[config.mk]
export PLATFORM = sky130hd
export DESIGN_NAME = irq_status_reg
export DESIGN_NICKNAME = d
export VERILOG_FILES = /design/src/rtl/irq_status_reg.sv
export SDC_FILE = /design/constraint.sdc
export NUM_CORES = 1
export LEC_CHECK = 0
export ABC_AREA = 1
export BUFFER_PORTS_ARGS = -buffer_cell sky130_fd_sc_hd__buf_4
export CORE_MARGIN = 4
export CORE_UTILIZATION = 53
export DETAILED_ROUTE_END_ITERATION = 7
export GPL_TIMING_DRIVEN = 0
export PLACE_DENSITY = 0.94
export SLEW_MARGIN = 15
export SYNTH_ARGS = -nofsm -noshare
export SYNTH_HDL_FRONTEND = slang
export SYNTH_SLANG_ARGS = --single-unit
[constraint.sdc]
create_clock -name clk -period 2.79 [get_ports clk]
set_input_delay 0.279 -clock clk [delete_from_list [all_inputs] [get_ports clk]]
set_output_delay 0.279 -clock clk [all_outputs]
set_load 0.05 [all_outputs]
[src/rtl/irq_status_reg.sv]
module irq_status_reg (
  input  logic       clk,
  input  logic       rst_n,
  input  logic [7:0] pc_byte,
  input  logic [4:0] fmt_flags,
  input  logic       slip_pulse,
  input  logic       xfer_busy,
  input  logic       cs_change_pulse,
  input  logic       rx_err_pulse,
  input  logic       subcode_rdy_pulse,
  input  logic       level_mode,
  input  logic       irq_active_low,
  input  logic       mask_wr,
  input  logic [6:0] mask_wdata,
  input  logic       rd_stb,
  output logic [7:0] rd_data,
  output logic       irq
);
  localparam int NB  = 7;
  localparam int CMP = 1;

  logic [7:0]    pc_q;
  logic [4:0]    fmt_q;
  logic [NB-1:0] src, src_q, ev, mask_q, mask_nx, sticky;

  assign src = {(pc_byte != pc_q) | (fmt_flags[CMP] & ~fmt_q[CMP]),
                slip_pulse, xfer_busy, cs_change_pulse, rx_err_pulse,
                subcode_rdy_pulse, |(fmt_flags & ~fmt_q)};

  assign mask_nx = mask_wr ? mask_wdata : mask_q;
  assign ev      = (level_mode ? src : (src & ~src_q)) & mask_nx;

  always_ff @(posedge clk or negedge rst_n) begin
    if (!rst_n) begin
      pc_q   <= '0;
      fmt_q  <= '0;
      src_q  <= '0;
      mask_q <= '0;
      sticky <= '0;
    end else begin
      pc_q   <= pc_byte;
      fmt_q  <= fmt_flags;
      src_q  <= src;
      mask_q <= mask_nx;
      sticky <= (rd_stb ? ev : (sticky | ev)) & mask_nx;
    end
  end

  assign rd_data = {1'b0, sticky};
  assign irq     = irq_active_low ^ (|sticky);

  a_r3_sticky_hold: assert property (@(posedge clk) disable iff (!rst_n)
    (!rd_stb && !mask_wr) |=> ((rd_data & $past(rd_data)) == $past(rd_data)));

  a_r4_edge_clear: assert property (@(posedge clk) disable iff (!rst_n)
    (rd_stb && !level_mode && !mask_wr && ev == '0) |=> (rd_data == 8'h00));

  a_r5_level_keep: assert property (@(posedge clk) disable iff (!rst_n)
    (rd_stb && level_mode && !mask_wr && xfer_busy && mask_q[4]) |=> rd_data[4]);

  a_r6_read_race: assert property (@(posedge clk) disable iff (!rst_n)
    (rd_stb && !mask_wr && ev != '0) |=> ((rd_data[6:0] & $past(ev)) == $past(ev)));

  a_r7_mask_gate: assert property (@(posedge clk) disable iff (!rst_n)
    (!mask_wr) |=> ((rd_data[6:0] & ~$past(mask_q)) == '0));

  a_r11_irq_level: assert property (@(posedge clk) disable iff (!rst_n)
    irq == (irq_active_low ^ (rd_data != 8'h00)));
endmodule

==> Word-level counts from Yosys, hierarchy flattened <==
Cells that the tools add are included.
{ "word_totals": {"regBits": 34, "input_bits": 31, "out_inout_bits": 9, "wordCells": 22} }
{ "classes": {"eq_ne": 1, "n_mux": 3, "bitwise": 11, "n_reduce_logical": 2} }
{ "ops": {"columns": ["operator", "n"], "rows": [
  ["$and A7 B7 Y7", 3],
  ["$mux W7", 3],
  ["$ne A8 B8 Y1", 1],
  ["$not A7 Y7", 1],
  ["$or A7 B7 Y7", 1],
  ["$reduce_or A7 Y1", 1],
  ["$and A5 B5 Y5", 1],
  ["$not A5 Y5", 1],
  ["$reduce_or A5 Y1", 1],
  ["$and A1 B1 Y1", 1],
  ["$not A1 Y1", 1],
  ["$or A1 B1 Y1", 1],
  ["$xor A1 B1 Y1", 1]
]} }

==> Logic depth before layout (Yosys ltp) <==
Gate-level depths: netlist (run 1).
{ "depth": {"depth_word": 9, "ltp_mapped": 7, "depth_no_buf": 7} }

==> Worst setup path after synthesis (run 1) <==
OpenSTA, ideal clock, no wires.
{ "synth_path": {"path_kind": "register to output", "from": "register sticky[3]", "to": "output irq", "arrival_time_ns": 1.692, "t_required_ns": 2.511, "path_slack_ns": 0.819, "path_stages_with_launch": 5, "path_buffers": 0, "path_cell_list": "dfrtp_1 > nor2_1 > nand2_1 > nor4_2 > xnor2_1"} }
{ "synth_via": {"elab_chain_len": 2} }
{ "synth_lines": {"columns": ["item", "line", "text"], "rows": [
  ["from (decl)", "24", "logic [NB-1:0] src, src_q, ev, mask_q, mask_nx, sticky;"],
  ["from (signal assigned)", "45", "sticky <= (rd_stb ? ev : (sticky | ev)) & mask_nx;"],
  ["$reduce_or A7 Y1", "50", "assign irq = irq_active_low ^ (|sticky);"],
  ["$xor A1 B1 Y1", "50", null],
  ["to (decl)", "17", "output logic irq"]
]} }
No other way between the ends.

==> Final worst setup path (run 1) <==
Same ends and word-level chain as after synthesis.

==> results of run 1 <==
per-stage QoR:
step | utilization, % | setup WS [ns] | cell area (um2) | hold WS, ns | std cells
final | 71.8 | 1.02 | 1760 | 0.0566 | 226
after global routing | 71.8 | 0.867 | 1760 | 0.0203 | 226
after CTS | 71.8 | 0.990 | 1760 | 0.0390 | 226
after detailed placement | 68.1 | 1.37 | 1670 | 0.242 | 217
after global placement | 68.1 | 1.45 | 1670 | 0.232 | 217
after floorplan | - | 0.819 | 1350 | -0.0166 | 149
logic make-up after synthesis:
family          after synthesis  share of synthesized area (%)
buf+inv                      40                           11.7
compound gates               25                           9.55
other cells                   1                          0.278
simple gates                 47                           14.2
flops                        34                           63.0
xor+xnor                      2                           1.30
power breakdown:
| part | switching, W | leakage [nW] | internal (W) |
|---|---|---|---|
| Sequential | 0.0000162 | 0.396 | 0.000526 |
| Combinational | 0.000110 | 0.544 | 0.0000699 |
| Clock | 0.000156 | 0.0446 | 0.000172 |
flip-flops by register name (all words and copies together), names as in the netlist:
| name | flops |
|---|---|
| fmt_q | 5 |
| mask_q | 7 |
| pc_q | 8 |
| src_q | 7 |
| sticky | 7 |
worst max-delay path, cell delays in order (launching register included):
cell	delay (ns)
sky130_fd_sc_hd__dfrtp_1	0.41
sky130_fd_sc_hd__nor2_1	0.11
sky130_fd_sc_hd__nand2_1	0.07
sky130_fd_sc_hd__nor4_2	0.19
sky130_fd_sc_hd__xnor2_1	0.16
sky130_fd_sc_hd__buf_4	0.22
worst max-delay path by stage:
stage / depth (start not counted) / from / slack, ns / end
2_1_floorplan: 4 / sticky[3] / 0.82 / irq
3_3_place_gp: 5 / sticky[1] / 1.45 / irq
3_5_place_dp: 5 / sticky[1] / 1.37 / irq
4_1_cts: 5 / sticky[1] / 0.99 / irq
5_1_grt: 5 / sticky[1] / 0.87 / irq
6_report: 5 / sticky[3] / 1.02 / irq
cell usage after synthesis:
| library cell | count |
|---|---|
| sky130_fd_sc_hd__o21ai_0 | 14 |
| sky130_fd_sc_hd__inv_1 | 38 |
| sky130_fd_sc_hd__o21bai_1 | 1 |
| sky130_fd_sc_hd__xnor2_1 | 2 |
| sky130_fd_sc_hd__buf_4 | 2 |
| sky130_fd_sc_hd__nand2_1 | 35 |
| sky130_fd_sc_hd__dfrtp_1 | 34 |
| sky130_fd_sc_hd__conb_1 | 1 |
| sky130_fd_sc_hd__a21oi_1 | 7 |
| sky130_fd_sc_hd__o21ai_1 | 2 |
| sky130_fd_sc_hd__o22ai_1 | 1 |
| sky130_fd_sc_hd__nor2_2 | 1 |
| sky130_fd_sc_hd__nor4_2 | 1 |
| sky130_fd_sc_hd__nor2_1 | 8 |
| sky130_fd_sc_hd__nand3_1 | 1 |
| sky130_fd_sc_hd__or2_1 | 1 |
what timing repair did:
item / 4_1_cts / 5_1_grt
hold buffers: 1 / 0
resized for setup: 0 / 0
buffers inserted: 0 / 0
hold endpoints to repair: 34 / 0
area by class of cell:
cell class	count	area [um2]	area share [%]
clock buffer	8	78.8	4.47
multi-input combinational	75	342	19.4
buffer	2	15.0	0.852
inverter	38	143	8.10
tap	30	37.5	2.13
sequential	34	851	48.3
timing repair buffer	39	295	16.8
routing by layer:
metal | GRT usage (%) | vias to the layer above
li1 | - | 527
met1 | 21.3 | 508
met2 | 30.5 | 44
met3 | 7.46 | 3
met4 | 4.97 | 0
met5 | 0 | -
==> impl_summary.log, run 1 <==
INFO  metric number_of_ports_placed_on_the_die_boundary = 40
INFO  metric power.leakage = ~0.98 nW
INFO  metric final_min_period_over_clock_period = 63.4%
INFO  metric maxCapViolations = 0
INFO  metric worst_hold_path.num_cells = 1
INFO  metric reg_to_reg_start = pc_q[6]
INFO  metric std_cell_rows = 18
INFO  metric final_hold_viol_count = 0
INFO  metric vias = about 1.1k
INFO  metric worstHoldStart = pc_byte[0]
INFO  metric ff2ff_setup_slack = about 1.8 ns
INFO  metric routabilityCongestion = 0.813
INFO  metric io_buffer_count = 38
INFO  metric grt_residual_overflow = 0
INFO  metric insertion_delay = 0.33 ns
INFO  metric path_class = register to output pin
INFO  metric die_width = 58.5 um
INFO  metric reg2regPathDepth = 7
INFO  metric firstDrtPassIters = 4
INFO  metric clk_pin_slew_worst_paths = around 0.1 ns
INFO  metric rsz0062_at_grt = no
INFO  metric netlist_area = about 1400 um2
INFO  metric area_growth_syn_to_layout = 30.5%
INFO  metric clock_skew = roughly 0.0048 ns
INFO  metric synth_seq_area_share = 63.0%
INFO  metric totalPowerFinal = 0.00105 W
INFO  metric synth.yosys.warnings = 0
INFO  metric number_of_unique_standard_cell_types_used_by_synthesis = 16
INFO  metric status = complete, no violations
INFO  metric cts-htree-levels = 2
INFO  metric ir_drop = around 0.52 mV
INFO  metric p_per_area = between 500 and 600 nW/um2
INFO  metric post_synth_main_area_contributors = sky130_fd_sc_hd__dfrtp_1, sky130_fd_sc_hd__inv_1, sky130_fd_sc_hd__nand2_1
INFO  metric pin_count_of_the_biggest_net_entering_global_routing = 35
INFO  metric clock_tree.buffer_depth = 2
INFO  metric layout_commonest_cell = sky130_fd_sc_hd__buf_4
INFO  metric dr_top_layer = met4
INFO  metric worst-endpoint-required = 2.51 ns
INFO  metric number_of_antenna_violations_at_the_first_check_in_global_routing = 0
INFO  metric root_driver = sky130_fd_sc_hd__clkbuf_4
INFO  metric achievable-frequency = 566 MHz
INFO  metric timing.final.setup_violations = 0
INFO  metric ant_nets = 0
INFO  metric floorplan.core_area = about 2500 um2
INFO  metric tritoncts = done
INFO  metric num-fill-cells = slightly below 200
INFO  metric critical_path.endpoint_type = output pin
INFO  metric num_antenna_cells = 0
INFO  metric clock_sink_count = 34
INFO  metric layout-drive-gt1-share = 25.5%
INFO  metric synth_largest_area_cell = sky130_fd_sc_hd__dfrtp_1
INFO  metric detailedPlacementHpwl = between 1.5 and 2 mm
INFO  metric tritoncts.num_buffers = 5
INFO  metric syn-instance-count = 149
INFO  metric hold_path_end = pc_q[0]
INFO  metric start_util = 55.0%
INFO  metric detailroute.wirelength.met2 = roughly 1.3 mm
INFO  metric timing.critical_path.arrival = 1.49 ns
INFO  metric post_synth.cell_area_avg = between 9 and 10 um2
INFO  metric most-common-layout-cells = sky130_fd_sc_hd__buf_4, sky130_fd_sc_hd__inv_1, sky130_fd_sc_hd__nand2_1
INFO  metric ys_seq_elements = 34
INFO  metric grt.total_usage = a little under a fifth
INFO  metric crit_path_start_kind = register
INFO  metric drc_errors = 0
INFO  metric met3RoutedLength = ~280 um
INFO  metric synth_top_area_share = a little over three fifths
INFO  metric min_delay_path_class = input port to register
INFO  metric critPathMaxFanout = 3
INFO  metric detail_route.wirelength = roughly 2.6 mm
INFO  metric destination_of_the_worst_register_to_register_timing_path = sticky[6]
INFO  metric layout_min_cycle_time = 1.77 ns
INFO  metric floorplan.die_area = roughly 3400 um2
INFO  metric totalNegativeSetupSlack = 0 ns
INFO  metric met1_length = around 990 um
INFO  metric report.final.slew_viol_count = 0
INFO  metric wire_per_inst = ~11 um
INFO  metric grt_first_pass_wirelength = roughly 4.6 mm
INFO  metric first_global_vias = between 1k and 1.5k
INFO  metric synthesis.nets = 180
INFO  metric chip_height = approximately 60 um
INFO  metric drt-initial-drc-count = 44
INFO  metric avgViaCountPerCell = around 4.8
INFO  metric finish.net_count = ~230
(Power assumes the default switching activity.)
==> run 2, diff against run 1 <==
--- a/config.mk
+++ b/config.mk
@@ -8,10 +8,10 @@
 export ABC_AREA = 1
 export BUFFER_PORTS_ARGS = -buffer_cell sky130_fd_sc_hd__buf_4
 export CORE_MARGIN = 4
-export CORE_UTILIZATION = 53
+export CORE_UTILIZATION = 45
 export DETAILED_ROUTE_END_ITERATION = 7
 export GPL_TIMING_DRIVEN = 0
-export PLACE_DENSITY = 0.94
+export PLACE_DENSITY = 0.86
 export SLEW_MARGIN = 15
 export SYNTH_ARGS = -nofsm -noshare
 export SYNTH_HDL_FRONTEND = slang
==> constraint.sdc (replaced) <==
create_clock -name clk -period 1.5 [get_ports clk]
set_input_delay 0.15 -clock clk [delete_from_list [all_inputs] [get_ports clk]]
set_output_delay 0.15 -clock clk [all_outputs]
set_load 0.05 [all_outputs]
==> impl_summary.log, run 2 (synthesized netlist as in run 1, its figures left out) <==
INFO  metric path_class = register to output pin
INFO  metric netSwitchingFraction = 27.2% (+0.35 points)
INFO  metric numPlacedInstances = 218 (+0.46%)
INFO  metric report.final.slew_viol_count = 0 (unchanged)
INFO  metric min_delay_path_class = input port to register
INFO  metric reg_to_reg_start = pc_q[2]
INFO  metric vias = 1146 (+5.9%)
INFO  metric number_of_antenna_violations_at_the_first_check_in_global_routing = 0 (unchanged)
INFO  metric insertion_delay = 0.33 ns (about the same)
INFO  metric cts-htree-levels = 2 (unchanged)
INFO  metric status = finished with violations
INFO  metric avgViaCountPerCell = 4.60 (-3.9%)
INFO  metric finish.net_count = 248 (+9.7%)
INFO  metric totalNegativeSetupSlack = -0.0974 ns (-0.0974 ns)
INFO  metric ant_nets = 0 (unchanged)
INFO  metric worstPathCellList = nor2_4, nand2_2, nor4_4, xnor2_2, buf_6
INFO  metric power.share.clock = 30.2% (-1.0 points)
INFO  metric final-seq-area = 856 um2 (+0.59%)
INFO  metric top_family_by_delay_on_critical_path = flip-flops
INFO  metric detailedPlacementHpwl = 1.96 mm (+2.7%)
INFO  metric final_min_period_over_clock_period = 106%
INFO  metric detail_route.wirelength = 2.98 mm (+17%)
INFO  metric root_driver = sky130_fd_sc_hd__clkbuf_4
INFO  metric floorplan.core_area = 2810 um2 (+14%)
INFO  metric clock_skew = 0.00606 ns (+0.00129 ns)
INFO  metric fin_cells = 249 (+10%)
INFO  metric timing.final.setup_violations = 1 (+1)
INFO  metric worstHoldStart = mask_wr
INFO  metric worst_hold_path.num_cells = 3 (+2)
INFO  metric destination_of_the_worst_register_to_register_timing_path = sticky[6]
INFO  metric drc_errors = 0 (unchanged)
INFO  metric num_antenna_cells = 0 (unchanged)
INFO  metric num-fill-cells = 213 (+9.8%)
INFO  metric critical_path.n_buffers_inverters = 1 (unchanged)
INFO  metric std_cell_rows = 19 (+1)
INFO  metric slowest_stage = sky130_fd_sc_hd__dfrtp_2
INFO  metric final_hold_viol_count = 0 (unchanged)
INFO  metric regMostFlops = pc_q
INFO  metric tritoncts = done
INFO  metric summed_area_of_non_filler_cells_in_the_final_layout = 2010 um2 (+14%)
INFO  metric final_setup_margin = -0.0974 ns (-1.12 ns)
INFO  metric floorplan.die_area = 3940 um2 (+15%)
INFO  metric cpPeakStageDelay = 0.44 ns (+0.03 ns)
INFO  metric power.leakage = 1.08 nW (+10%)
INFO  metric crit_path_start_kind = register
INFO  metric ff2ff_setup_slack = 0.45 ns (-1.33 ns)
INFO  metric tritoncts.num_buffers = 5 (unchanged)
INFO  metric seq_power_share = 49.8% (-1.8 points)
INFO  metric power.internal = 0.00148 W (+93%)
INFO  metric io_buffer_count = 38 (unchanged)
INFO  metric timing.critical_path.arrival = 1.45 ns (-0.04 ns)
INFO  metric die_width = 62.8 um (+7.4%)
INFO  metric p_per_area = 1010 nW/um2 (+70%)
INFO  metric first_global_vias = 1243 (+16%)
INFO  metric layout_min_cycle_time = approximately 1.6 ns
INFO  metric ir_drop = 0.702 mV (+35%)
INFO  metric worstSetupPathDepth = 5 (unchanged)
INFO  metric achievable-frequency = about 630 MHz
INFO  metric most-common-layout-cells = sky130_fd_sc_hd__buf_4, sky130_fd_sc_hd__inv_1, sky130_fd_sc_hd__nand2_1
INFO  metric firstDrtPassIters = 4 (unchanged)
INFO  metric start_util = 48.1% (-6.9 points)
INFO  metric pin_count_of_the_biggest_net_entering_global_routing = 35 (unchanged)
INFO  metric failing_checks = negative setup slack
INFO  metric grt_first_pass_wirelength = 5.29 mm (+14%)
INFO  metric number_of_ports_placed_on_the_die_boundary = 40 (unchanged)
INFO  metric maxCapViolations = 0 (unchanged)
INFO  metric layout_commonest_cell = sky130_fd_sc_hd__buf_4
INFO  metric p_sw = 0.000555 W (+97%)
INFO  metric multiInputGateArea = 370 um2 (+8.4%)
INFO  metric drt-initial-drc-count = 18 (-59%)
INFO  metric clock_tree.buffer_depth = 2 (unchanged)
INFO  metric share_comb_of_total_power = 20.1% (+2.9 points)
INFO  metric grt.total_usage = 17.4% (-0.74 points)
INFO  metric worst-endpoint-required = 1.35 ns (-1.16 ns)
INFO  metric routabilityCongestion = 0.785 (-3.5%)
INFO  metric max_reg_flops = 8 (unchanged)
INFO  metric area_growth_syn_to_layout = 48.9%
INFO  metric critical_path.endpoint_type = output pin
INFO  metric critPathMaxFanout = 2 (-1)
INFO  metric clk_pin_slew_worst_paths = 0.10 ns (about the same)
INFO  metric wire_per_inst = 12.0 um (+5.8%)
INFO  metric clock_sink_count = 34 (unchanged)
INFO  metric chip_height = 62.8 um (+7.4%)
INFO  metric hold_path_end = mask_q[0]
INFO  metric reg2regPathDepth = 6 (-1)
INFO  metric layout-drive-gt1-share = 28.4% (+2.9 points)
INFO  metric rsz0062_at_grt = yes
INFO  metric placed_area = 1690 um2 (+0.82%)
INFO  metric grt_residual_overflow = 0 (unchanged)
## run 2: metal layers
layer	global-route usage (%)	part of all wire, %	wire, um	vias to the layer above
met5	0	0	0	-
met3	6.83	7.5	222	6
met1	18.3	41	1210	526
li1	-	-	-	575
met2	31.7	51	1510	39
met4	4.96	1.2	36	0
## run 2: power groups by stage
| stage | Combinational (W) | Clock (W) | Sequential, W |
|---|---|---|---|
| detailed placement | 0.000341 | 0 | 0.00103 |
| floorplan | 0.000121 | 0 | 0.00109 |
| finish | 0.000409 | 0.000615 | 0.00101 |
| CTS | 0.000406 | 0.000633 | 0.00102 |
| global placement | 0.000331 | 0 | 0.00102 |
| global route | 0.000449 | 0.000694 | 0.00102 |
## run 2: worst max path at each step
stage | startpoint | to | slack [ns]
final | sticky[2] | irq | -0.1
after global routing | sticky[2] | irq | -0.20
after CTS | sticky[1] | irq | -0.18
after detailed placement | sticky[3] | irq | 0.12
after global placement | sticky[1] | irq | 0.18
after floorplan | sticky[5] | irq | 0.04
## run 2: area by class of cell
class / count / area share (%)
tap: 31 / 1.93
sequential: 34 / 42.6
inverter: 38 / 7.09
buffer: 2 / 0.747
multi-input combinational: 75 / 18.4
timing repair buffer: 61 / 25.3
clock buffer: 8 / 3.92
## run 2: worst register-to-register path: stages, from the launching register on
cell and delay [ns]:
sky130_fd_sc_hd__dfrtp_1 0.40, sky130_fd_sc_hd__nand2_1 0.07, sky130_fd_sc_hd__nand2_1 0.05, sky130_fd_sc_hd__nor2_1 0.11
sky130_fd_sc_hd__nand3_1 0.10, sky130_fd_sc_hd__o21bai_1 0.14, sky130_fd_sc_hd__a21oi_1 0.08
## run 2: metrics by stage
step           hold WS [ns]  setup WS [ns]  power, W  utilization, %
2_1_floorplan        -0.146         0.0357   0.00121               -
3_3_place_gp          0.111          0.176   0.00136            60.1
3_5_place_dp          0.116          0.122   0.00137            60.1
4_1_cts               0.105         -0.184   0.00205            71.4
5_1_grt               0.136         -0.199   0.00217            71.7
6_report              0.120        -0.0974   0.00204            71.7
## run 2: what timing repair did
action | CTS | global route
hold buffers | 19 | 0
endpoints found under the setup margin | 1 | 1
pin swaps | 4 | 1
buffers inserted | 3 | 1
gates resized for setup | 6 | 0
hold endpoints to repair | 52 | 0
==> run 3, diff against run 2 <==
--- a/config.mk
+++ b/config.mk
@@ -8,10 +8,11 @@
 export ABC_AREA = 1
 export BUFFER_PORTS_ARGS = -buffer_cell sky130_fd_sc_hd__buf_4
 export CORE_MARGIN = 4
-export CORE_UTILIZATION = 45
+export CORE_UTILIZATION = 50
 export DETAILED_ROUTE_END_ITERATION = 7
 export GPL_TIMING_DRIVEN = 0
-export PLACE_DENSITY = 0.86
+export PLACE_DENSITY = 0.9
+export SKIP_CTS_REPAIR_TIMING = 1
 export SLEW_MARGIN = 15
 export SYNTH_ARGS = -nofsm -noshare
 export SYNTH_HDL_FRONTEND = slang
==> constraint.sdc (replaced) <==
create_clock -name clk -period 1.75 [get_ports clk]
set_input_delay 0.175 -clock clk [delete_from_list [all_inputs] [get_ports clk]]
set_output_delay 0.175 -clock clk [all_outputs]
set_load 0.05 [all_outputs]
==> impl_summary.log, run 3 (synthesized netlist as in run 1, its figures left out) <==
INFO  metric status = complete, no violations
INFO  metric avgViaCountPerCell = 4.70 (+2.2%)
INFO  metric min_delay_path_class = input port to register
INFO  metric root_driver = sky130_fd_sc_hd__clkbuf_4
INFO  metric io_buffer_count = 38 (unchanged)
INFO  metric max_reg_flops = 8 (unchanged)
INFO  metric detailedPlacementHpwl = 1.94 mm (-0.83%)
INFO  metric critical_path.n_buffers_inverters = 1 (unchanged)
INFO  metric ant_nets = 0 (unchanged)
INFO  metric area_growth_syn_to_layout = 43.9%
INFO  metric number_of_ports_placed_on_the_die_boundary = 40 (unchanged)
INFO  metric floorplan.die_area = 3600 um2 (-8.8%)
INFO  metric report.final.slew_viol_count = 0 (unchanged)
INFO  metric finish.net_count = 244 (-1.6%)
INFO  metric worstPathCellList = nor2_1, nand2_1, nor4_4, xnor2_2, buf_6
INFO  metric power.leakage = 1.06 nW (-2.5%)
INFO  metric top_family_by_delay_on_critical_path = flip-flops
INFO  metric most-common-layout-cells = sky130_fd_sc_hd__buf_4, sky130_fd_sc_hd__inv_1, sky130_fd_sc_hd__nand2_1
INFO  metric regMostFlops = pc_q
INFO  metric tritoncts = done
INFO  metric ir_drop = 0.804 mV (+15%)
INFO  metric floorplan.core_area = 2520 um2 (-10%)
INFO  metric grt.total_usage = 16.3% (-1.1 points)
INFO  metric drc_errors = 0 (unchanged)
INFO  metric wire_per_inst = 11.7 um (-2.4%)
INFO  metric detailroute.wirelength.met2 = 1.43 mm (-4.9%)
INFO  metric layout_commonest_cell = sky130_fd_sc_hd__buf_4
INFO  metric pin_count_of_the_biggest_net_entering_global_routing = 35 (unchanged)
INFO  metric critPathMaxFanout = 3 (+1)
INFO  metric final_hold_viol_count = 0 (unchanged)
INFO  metric timing.critical_path.arrival = 1.45 ns (about the same)
INFO  metric chip_height = 60.0 um (-4.5%)
INFO  metric cpPeakStageDelay = 0.41 ns (-0.03 ns)
INFO  metric critical_path.endpoint_type = output pin
INFO  metric path_class = register to output pin
INFO  metric grt_residual_overflow = 0 (unchanged)
INFO  metric numPlacedInstances = 217 (-0.46%)
INFO  metric vias = 1148 (+0.17%)
INFO  metric tritoncts.num_buffers = 5 (unchanged)
INFO  metric crit_path_start_kind = register
INFO  metric detail_route.wirelength = 2.85 mm (-4.4%)
INFO  metric die_width = 60.0 um (-4.5%)
INFO  metric drt-initial-drc-count = 71 (+53)
INFO  metric fin_cells = 244 (-2.0%)
INFO  metric start_util = 53.5% (+5.4 points)
INFO  metric totalNegativeSetupSlack = 0 ns (+0.0974 ns)
INFO  metric final_setup_margin = 0.120 ns (+0.218 ns)
INFO  metric rsz0062_at_grt = no
INFO  metric place_worst_setup_slack = 0.414 ns (+0.293 ns)
INFO  metric final_min_period_over_clock_period = roughly 93%
INFO  metric clk_pin_slew_worst_paths = 0.10 ns (about the same)
INFO  metric timing.final.setup_violations = 0 (-1)
INFO  metric clock_skew = 0.00875 ns (+0.00269 ns)
INFO  metric layout_min_cycle_time = between 1.5 and 2 ns
INFO  metric first_global_vias = 1072 (-14%)
INFO  metric met1_length = 1.14 mm (-5.9%)
INFO  metric cts-htree-levels = 2 (unchanged)
INFO  metric std_cell_rows = 18 (-1)
INFO  metric slowest_stage = sky130_fd_sc_hd__dfrtp_1
INFO  metric num_antenna_cells = 0 (unchanged)
INFO  metric clock_tree.buffer_depth = 2 (unchanged)
INFO  metric insertion_delay = 0.33 ns (about the same)
INFO  metric achievable-frequency = slightly above 600 MHz
INFO  metric p_per_area = 843 nW/um2 (-17%)
INFO  metric clock_sink_count = 34 (unchanged)
INFO  metric worst-endpoint-required = 1.57 ns (+0.22 ns)
INFO  metric met3RoutedLength = 237 um (+6.8%)
INFO  metric number_of_antenna_violations_at_the_first_check_in_global_routing = 0 (unchanged)
INFO  metric firstDrtPassIters = 4 (unchanged)
INFO  metric layout-drive-gt1-share = 23.4% (-5.1 points)
INFO  metric maxCapViolations = 0 (unchanged)
INFO  metric dr_top_layer = met4
INFO  metric grt_first_pass_wirelength = 4.23 mm (-20%)
INFO  metric routabilityCongestion = 0.817 (+4.0%)
-- run 3: cell count changes in the layout (fill, tap and decap cells not counted), sizes merged --
cell / before / now
clkbuf: 8 / 7
buf: 44 / 40
clkinv: 0 / 1
-- run 3: power breakdown --
| group | total (W) | internal [W] | switching [W] | leakage, nW |
|---|---|---|---|---|
| combinational | 0.000329 | 0.000143 | 0.000186 | 0.626 |
| sequential | 0.000869 | 0.000839 | 0.0000298 | 0.396 |
| clock | 0.000441 | 0.000195 | 0.000247 | 0.0353 |
| total | 0.00164 | 0.00118 | 0.000462 | 1.06 |
-- run 3: routing by layer --
| layer | vias up | GRT usage [%] |
|---|---|---|
| met5 | - | 0 |
| met4 | 0 | 7.59 |
| met3 | 4 | 6.91 |
| met2 | 40 | 27.5 |
| met1 | 533 | 17.6 |
| li1 | 571 | - |
-- run 3: stage by stage --
step	hold WS, ns	power [W]	util (%)	cell area (um2)
floorplan	-0.121	0.00104	-	1360
global placement	0.129	0.00116	66.6	1680
detailed placement	0.140	0.00117	66.6	1680
CTS	-0.237	0.00161	69.0	1740
global route	0.149	0.00172	77.0	1940
finish	0.146	0.00164	77.0	1940
-- run 3: path summary, 6_finish.rpt --
check                           startpoint   endpoint  slack (ns)  cells after the start
worst max-delay path             sticky[0]        irq        0.12                      5
worst min-delay path               mask_wr  mask_q[0]        0.15                      3
worst max register to register     pc_q[6]  sticky[6]        0.69                      6
worst min register to register   mask_q[5]  mask_q[5]        0.51                      2
max in group asynchronous            rst_n   src_q[1]        1.13                      2
min in group asynchronous            rst_n   src_q[3]        0.32                      2
-- run 3: cell type report --
class	instances	area, um2
flip-flops and latches	34	851
fillers	174	579
repair buffers	57	479
multi-input cells	75	358
inverters	38	143
clock buffers	7	55.1
well taps	30	37.5
plain buffers	2	15.0
clock inverters	1	5.00
-- run 3: worst register-to-register path: cells and delay by family (launching register included) --
kind | cells | cell delay (ns)
and+or+nand+nor | 4 | 0.31
AOI/OAI and AO/OA | 2 | 0.23
DFF | 1 | 0.40
